### src/rtl/ls_pkg.sv
package ls_pkg;
  localparam int IR_W   = 16;
  localparam int REG_AW = 3;
  localparam int OFF9_W = 9;
  localparam int OFF6_W = 6;

  typedef enum logic [1:0] {AM_PCREL, AM_BASE, AM_INDIR, AM_LEA} amode_t;
  typedef enum logic [1:0] {ST_IDLE, ST_CALC, ST_ACC} state_t;

  typedef struct packed {
    logic   ok;
    logic   store;
    amode_t mode;
  } op_info_t;

  function automatic op_info_t decode_op(input logic [3:0] opc);
    op_info_t r;
    r = '{ok: 1'b1, store: 1'b0, mode: AM_PCREL};
    case (opc)
      4'b0010: r.mode = AM_PCREL;
      4'b0011: begin r.mode = AM_PCREL; r.store = 1'b1; end
      4'b0110: r.mode = AM_BASE;
      4'b0111: begin r.mode = AM_BASE;  r.store = 1'b1; end
      4'b1010: r.mode = AM_INDIR;
      4'b1011: begin r.mode = AM_INDIR; r.store = 1'b1; end
      4'b1110: r.mode = AM_LEA;
      default: r.ok = 1'b0;
    endcase
    return r;
  endfunction
endpackage

### src/rtl/ls_addr_gen.sv
module ls_addr_gen
  import ls_pkg::*;
#(
  parameter int W = 16
) (
  input  logic [OFF9_W-1:0] off_field,
  input  logic [W-1:0]      pc,
  input  logic [W-1:0]      base,
  output logic [W-1:0]      pcrel_ea,
  output logic [W-1:0]      base_ea
);
  localparam int EXT9 = W - OFF9_W;
  localparam int EXT6 = W - OFF6_W;

  logic [W-1:0] sx9, sx6;

  always_comb begin
    sx9      = {{EXT9{off_field[OFF9_W-1]}}, off_field};
    sx6      = {{EXT6{off_field[OFF6_W-1]}}, off_field[OFF6_W-1:0]};
    pcrel_ea = pc + sx9;
    base_ea  = base + sx6;
  end
endmodule

### src/rtl/ls_cc_reg.sv
module ls_cc_reg #(
  parameter int W = 16
) (
  input  logic         clk,
  input  logic         rst,
  input  logic         upd,
  input  logic [W-1:0] val,
  output logic         neg,
  output logic         zer,
  output logic         pos
);
  always_ff @(posedge clk) begin
    if (rst) begin
      neg <= 1'b0;
      zer <= 1'b1;
      pos <= 1'b0;
    end else if (upd) begin
      neg <= val[W-1];
      zer <= (val == '0);
      pos <= !val[W-1] && (val != '0);
    end
  end

  // the flags always hold exactly one of negative, zero, positive
  assert_cc_onehot_R7: assert property (@(posedge clk) disable iff (rst)
    $countones({neg, zer, pos}) == 1);

  // flags move only when an update is requested
  assert_cc_hold_R7: assert property (@(posedge clk) disable iff (rst)
    !upd |=> $stable({neg, zer, pos}));
endmodule

### src/rtl/ls_seq_core.sv
module ls_seq_core
  import ls_pkg::*;
#(
  parameter int W = 16
) (
  input  logic              clk,
  input  logic              rst,
  input  logic              start,
  input  logic [IR_W-1:0]   instr,
  input  logic [W-1:0]      pc_next,
  output logic              busy,
  output logic              done,
  output logic [REG_AW-1:0] rf_ra_addr,
  input  logic [W-1:0]      rf_ra_data,
  output logic [REG_AW-1:0] rf_rb_addr,
  input  logic [W-1:0]      rf_rb_data,
  output logic              rf_we,
  output logic [REG_AW-1:0] rf_waddr,
  output logic [W-1:0]      rf_wdata,
  output logic              mem_req,
  output logic              mem_we,
  output logic [W-1:0]      mem_addr,
  output logic [W-1:0]      mem_wdata,
  input  logic [W-1:0]      mem_rdata,
  input  logic              mem_ready,
  output logic              cc_n,
  output logic              cc_z,
  output logic              cc_p
);
  state_t          st;
  logic [IR_W-1:0] ir_q;
  logic [W-1:0]    pc_q, mar, mdr;
  logic            last_q;
  op_info_t        in_info, cur;
  logic [W-1:0]    pcrel_ea, base_ea;
  logic            cc_upd;
  logic [W-1:0]    cc_val;

  assign in_info    = decode_op(instr[IR_W-1:IR_W-4]);
  assign cur        = decode_op(ir_q[IR_W-1:IR_W-4]);
  assign rf_ra_addr = ir_q[8:6];
  assign rf_rb_addr = ir_q[11:9];

  ls_addr_gen #(.W(W)) u_agen (
    .off_field (ir_q[OFF9_W-1:0]),
    .pc        (pc_q),
    .base      (rf_ra_data),
    .pcrel_ea  (pcrel_ea),
    .base_ea   (base_ea)
  );

  always_comb begin
    cc_upd = ((st == ST_CALC) && (cur.mode == AM_LEA)) ||
             ((st == ST_ACC) && mem_ready && last_q && !cur.store);
    cc_val = (st == ST_CALC) ? pcrel_ea : mem_rdata;
  end

  ls_cc_reg #(.W(W)) u_cc (
    .clk (clk),
    .rst (rst),
    .upd (cc_upd),
    .val (cc_val),
    .neg (cc_n),
    .zer (cc_z),
    .pos (cc_p)
  );

  always_ff @(posedge clk) begin
    if (rst) begin
      st       <= ST_IDLE;
      ir_q     <= '0;
      pc_q     <= '0;
      mar      <= '0;
      mdr      <= '0;
      last_q   <= 1'b0;
      done     <= 1'b0;
      rf_we    <= 1'b0;
      rf_waddr <= '0;
      rf_wdata <= '0;
    end else begin
      done  <= 1'b0;
      rf_we <= 1'b0;
      case (st)
        ST_IDLE: begin
          if (start && in_info.ok) begin
            ir_q <= instr;
            pc_q <= pc_next;
            st   <= ST_CALC;
          end
        end
        ST_CALC: begin
          if (cur.mode == AM_LEA) begin
            rf_we    <= 1'b1;
            rf_waddr <= ir_q[11:9];
            rf_wdata <= pcrel_ea;
            done     <= 1'b1;
            st       <= ST_IDLE;
          end else begin
            mar    <= (cur.mode == AM_BASE) ? base_ea : pcrel_ea;
            mdr    <= rf_rb_data;
            last_q <= (cur.mode != AM_INDIR);
            st     <= ST_ACC;
          end
        end
        ST_ACC: begin
          if (mem_ready) begin
            if (!last_q) begin
              mar    <= mem_rdata;
              last_q <= 1'b1;
            end else begin
              done <= 1'b1;
              st   <= ST_IDLE;
              if (!cur.store) begin
                rf_we    <= 1'b1;
                rf_waddr <= ir_q[11:9];
                rf_wdata <= mem_rdata;
              end
            end
          end
        end
        default: st <= ST_IDLE;
      endcase
    end
  end

  assign busy      = (st != ST_IDLE);
  assign mem_req   = (st == ST_ACC);
  assign mem_we    = (st == ST_ACC) && last_q && cur.store;
  assign mem_addr  = mar;
  assign mem_wdata = mdr;

  // completion is a single-cycle pulse
  assert_done_pulse_R8: assert property (@(posedge clk) disable iff (rst)
    done |=> !done);

  // an unanswered request stays up with the same address and direction
  assert_req_hold_R8: assert property (@(posedge clk) disable iff (rst)
    (mem_req && !mem_ready) |=> (mem_req && $stable(mem_addr) && $stable(mem_we)));

  // register writes only accompany completion
  assert_wb_with_done_R6: assert property (@(posedge clk) disable iff (rst)
    rf_we |-> done);

  // a write strobe never appears without a request
  assert_we_in_req_R6: assert property (@(posedge clk) disable iff (rst)
    mem_we |-> mem_req);

  // a completion without register write (a store) keeps the flags
  assert_store_cc_R7: assert property (@(posedge clk) disable iff (rst)
    (done && !rf_we) |-> $stable({cc_n, cc_z, cc_p}));

  // nothing new is accepted while busy; after completion the block is idle
  assert_idle_after_done_R9: assert property (@(posedge clk) disable iff (rst)
    done |-> !busy);
endmodule

### config.mk
export PLATFORM = sky130hd
export DESIGN_NAME = ls_seq_core
export DESIGN_NICKNAME = d
export VERILOG_FILES = /design/src/rtl/ls_pkg.sv /design/src/rtl/ls_addr_gen.sv /design/src/rtl/ls_cc_reg.sv /design/src/rtl/ls_seq_core.sv
export SDC_FILE = /design/constraint.sdc
export NUM_CORES = 1
export LEC_CHECK = 0
export BUFFER_PORTS_ARGS = -buffer_cell sky130_fd_sc_hd__clkbuf_2
export CAP_MARGIN = 0
export CORE_MARGIN = 2
export CORE_UTILIZATION = 57
export DETAILED_ROUTE_END_ITERATION = 8
export PLACE_DENSITY = 0.94
export SETUP_SLACK_MARGIN = 0.5
export SLEW_MARGIN = 40
export SYNTH_ARGS = -nofsm -noshare
export SYNTH_HDL_FRONTEND = slang
export SYNTH_HIERARCHICAL = 1
export SYNTH_SLANG_ARGS = --single-unit
### constraint.sdc
create_clock -name clk -period 8.8 [get_ports clk]
set_input_delay 1.32 -clock clk [delete_from_list [all_inputs] [get_ports clk]]
set_output_delay 1.32 -clock clk [all_outputs]
set_load 0.005 [all_outputs]
==> out/results.tsv <==
stage	metric	value	unit
run_status	status	complete, no violations	
cells_and_area	final antenna diode count	0	
place	placed cell area	6110	sq um
yosys	number of synthesized flops with an enable pin	0	
yosys	syn avg cell area	8.45	sq um
setup_path	R2R depth	12	
hold_path	hold crit path type	flip-flop to flip-flop	
yosys	Synth Instances	641	
job	max-cap violation count	0	
cts	clock sinks	91	
global_route	largest net degree at the start of global routing	80	
cells_and_area	Area Growth Syn to Fin	16.2	%
global_route	grt total ovfl	0	
setup_path	Crit path arrival time	3.61	ns
power_and_ir_drop	clock power share	0.280	
die	Cell Rows	35	
setup_path	startpoint types	flip-flop	
global_route	initial antenna violation count	0	
hold_path	Worst Hold Depth	2	
yosys	top_reg_cell synth	dfxtp_1	
global_route	via count of the first global-routing pass	4762	
routing	initial DRC count	445	
power_and_ir_drop	P_int	638	uW
power_and_ir_drop	Seq pwr share	0.480	
routing	1st-pass router iterations	6	
timing	max_slew headroom	0.452	
setup_path	R2R Path End	u_cc/pos	
timing	Max Clock Freq	298	MHz
yosys	Yosys reg bits	91	
power_and_ir_drop	PwrDens	151	nW/um^2
cts	clk root buf	clkbuf_8	
power_and_ir_drop	peak supply drop	0.0000891	V
die	die area	10300	sq um
cells_and_area	Core Util, Final	0.681	
routing	via count	5272	
die	Initial Util	0.586	
routing	DRC	0	
power_and_ir_drop	Lkg Pwr	2.88	nW
setup_path	worst-path fanout max	4	
cts	post-CTS setup buffer count	0	
timing	Final TNS setup	0	ns
place	hpwl dp	11.0	mm
setup_path	worst setup path class	flip-flop to flip-flop	
global_route	Tot GR Track Use	0.272	
setup_path	FF-to-FF Start	ir_q[0]	
routing	vias per cell	5.88	
cts	Resize count post-CTS	0	
power_and_ir_drop	P_sw	311	uW
setup_path	crit end category	flip-flop	
yosys	sequential share of the synthesized area	0.336	
die	I/O Pins	149	
hold_path	Hold Crit Endpoint	pc_q[14]	
timing	crit path time final	3.36	ns
cts	H-tree levels	3	
timing	RSZ-0062 raised after global routing	no	
routing	DR WL/cell	16.2	um
power_and_ir_drop	Gate power share	0.240	
yosys	Post-synth ARST share	0	
routing	Post-Route WL	14.5	mm
die	die width	101	um
setup_path	R2R setup slack	5.44	ns
cts	CTS Hold Bufs	0	
hold_path	hold_sp	pc_q[14]	
cells_and_area	Layout Nets	882	
place	Placer Congestion	1.03	
cts	Clock Path Buffers	2	
power_and_ir_drop	sw frac	0.328	
cts	CTS tree	built	
yosys	Unique masters post-synth	56	
routing	antenna-violating nets left	0	
timing	Setup Skew	0.00927	ns
timing	Slew @ Worst Pin	0.822	ns
cells_and_area	commonest non-fill, non-tap cell in the layout	clkbuf_2	
die	Die Y	101	um
timing	fin. max-slew vios	0	
cts	Clock Latency Late Sink	0.37	ns
die	CORE AREA	9240	sq um
cts	total CTS buffers	9	
cts	Worst-path clk slew	0.09	ns
yosys	Synth warnings	6	
global_route	first-pass GRT wire length	22.3	mm
timing	final hold violation count	0	
place	port buffer count	148	
yosys	synthesized area	5410	sq um
cells_and_area	layout cells sized above 1	0.272	
timing	crit share post-route	0.382	
setup_path	Worst EP required	9.06	ns
timing	Final Setup Violations	0	
cells_and_area	most frequent cells in the layout	148 x clkbuf_2, 129 x nand2_1, 91 x dfxtp_1	
cells_and_area	final instance area	6290	sq um
yosys	synthesized net count	760	
==> cell type report <==
class | count | area [sq um]
multi-input combinational | 498 | 3310
fill | 731 | 2950
sequential | 91 | 1820
timing repair buffer | 154 | 786
tap | 129 | 161
clock buffer | 9 | 124
clock inverter | 7 | 52.6
inverter | 9 | 33.8
==> layer usage <==
metal / GRT usage / vias to the layer above / routed length, um
li1: - / 2538 / -
met1: 0.353 / 2447 / 6200
met2: 0.455 / 251 / 6930
met3: 0.0449 / 36 / 1000
met4: 0.103 / 0 / 390
met5: 0 / - / 0
==> stage by stage <==
step | worst slack (ns) | hold slack [ns] | power, mW | instances
after detailed placement | 5.15 | 0.448 | 0.686 | 881
after global routing | 5.32 | 0.485 | 0.986 | 897
after floorplan | 5.41 | 0.440 | 0.618 | 641
after global placement | 5.18 | 0.442 | 0.675 | 880
final | 5.44 | 0.463 | 0.949 | 897
after CTS | 5.52 | 0.462 | 0.942 | 897
==> cells in the mapped netlist, types with 8 or more instances <==
cell      instances  share of area
inv_1             9         0.0062
clkbuf_1         20          0.014
dfxtp_1          91           0.34
nand2_1         129          0.089
o21ai_0          30          0.028
a21o_1           12          0.017
a311oi_2          8          0.022
a21oi_2           9          0.015
a22o_1           16          0.026
a311oi_1         12          0.019
xnor2_1          13          0.021
nor2_1           18          0.012
mux2i_1          16          0.030
mux2_2           16          0.033
ha_1             33          0.076
a21oi_1          79          0.073
nand2b_1         21          0.024
buf_4            11          0.015
xor2_1           12          0.019
==> how the worst max path moves through the flow <==
stage                         to  depth (start not counted)     startpoint
detailed placement  mem_addr[14]                         12  rf_ra_data[0]
finish                  u_cc/pos                         12        ir_q[0]
global route            u_cc/zer                         12        ir_q[0]
CTS                 mem_addr[14]                         12  rf_ra_data[0]
floorplan           mem_addr[14]                         11  rf_ra_data[0]
global placement    mem_addr[14]                         12  rf_ra_data[0]
==> worst max-delay path, cell delays in order (launching register included) <==
cell and delay, ns:
dfxtp_1 0.35, ha_1 0.25, fa_1 0.43, a211oi_1 0.31, o21bai_1 0.11, a21oi_1 0.33
o221ai_1 0.24, a21oi_1 0.22, xnor2_1 0.15, mux2_2 0.29, nor3_1 0.19, nand2_1 0.12
o211a_1 0.24
==> power by group through the flow <==
stage                     combinational (mW)  clock, mW  sequential [mW]
final                                  0.228      0.265            0.456
after global routing                   0.247      0.281            0.458
after CTS                              0.223      0.263            0.455
after detailed placement               0.221          0            0.465
after global placement                 0.212          0            0.463
after floorplan                        0.156          0            0.462
==> cells by family after synthesis <==
kind of cell / share of synthesized area
AO/OA/AOI/OAI: 0.253
AND/OR/NAND/NOR: 0.172
adder cells (fa/ha/maj): 0.0837
multiplexers: 0.0629
XOR/XNOR: 0.0404
buffers and inverters: 0.0520
flip-flops: 0.336
==> flip-flops by register name, indices dropped and copies added (netlist names) <==
name,count
ir_q,16
mem_addr,16
mem_wdata,16
pc_q,16
rf_wdata,16
rf_waddr,3
st,2
done,1
last_q,1
rf_we,1
u_cc/neg,1
u_cc/pos,1
u_cc/zer,1
Power figures use the tool's default switching activity.
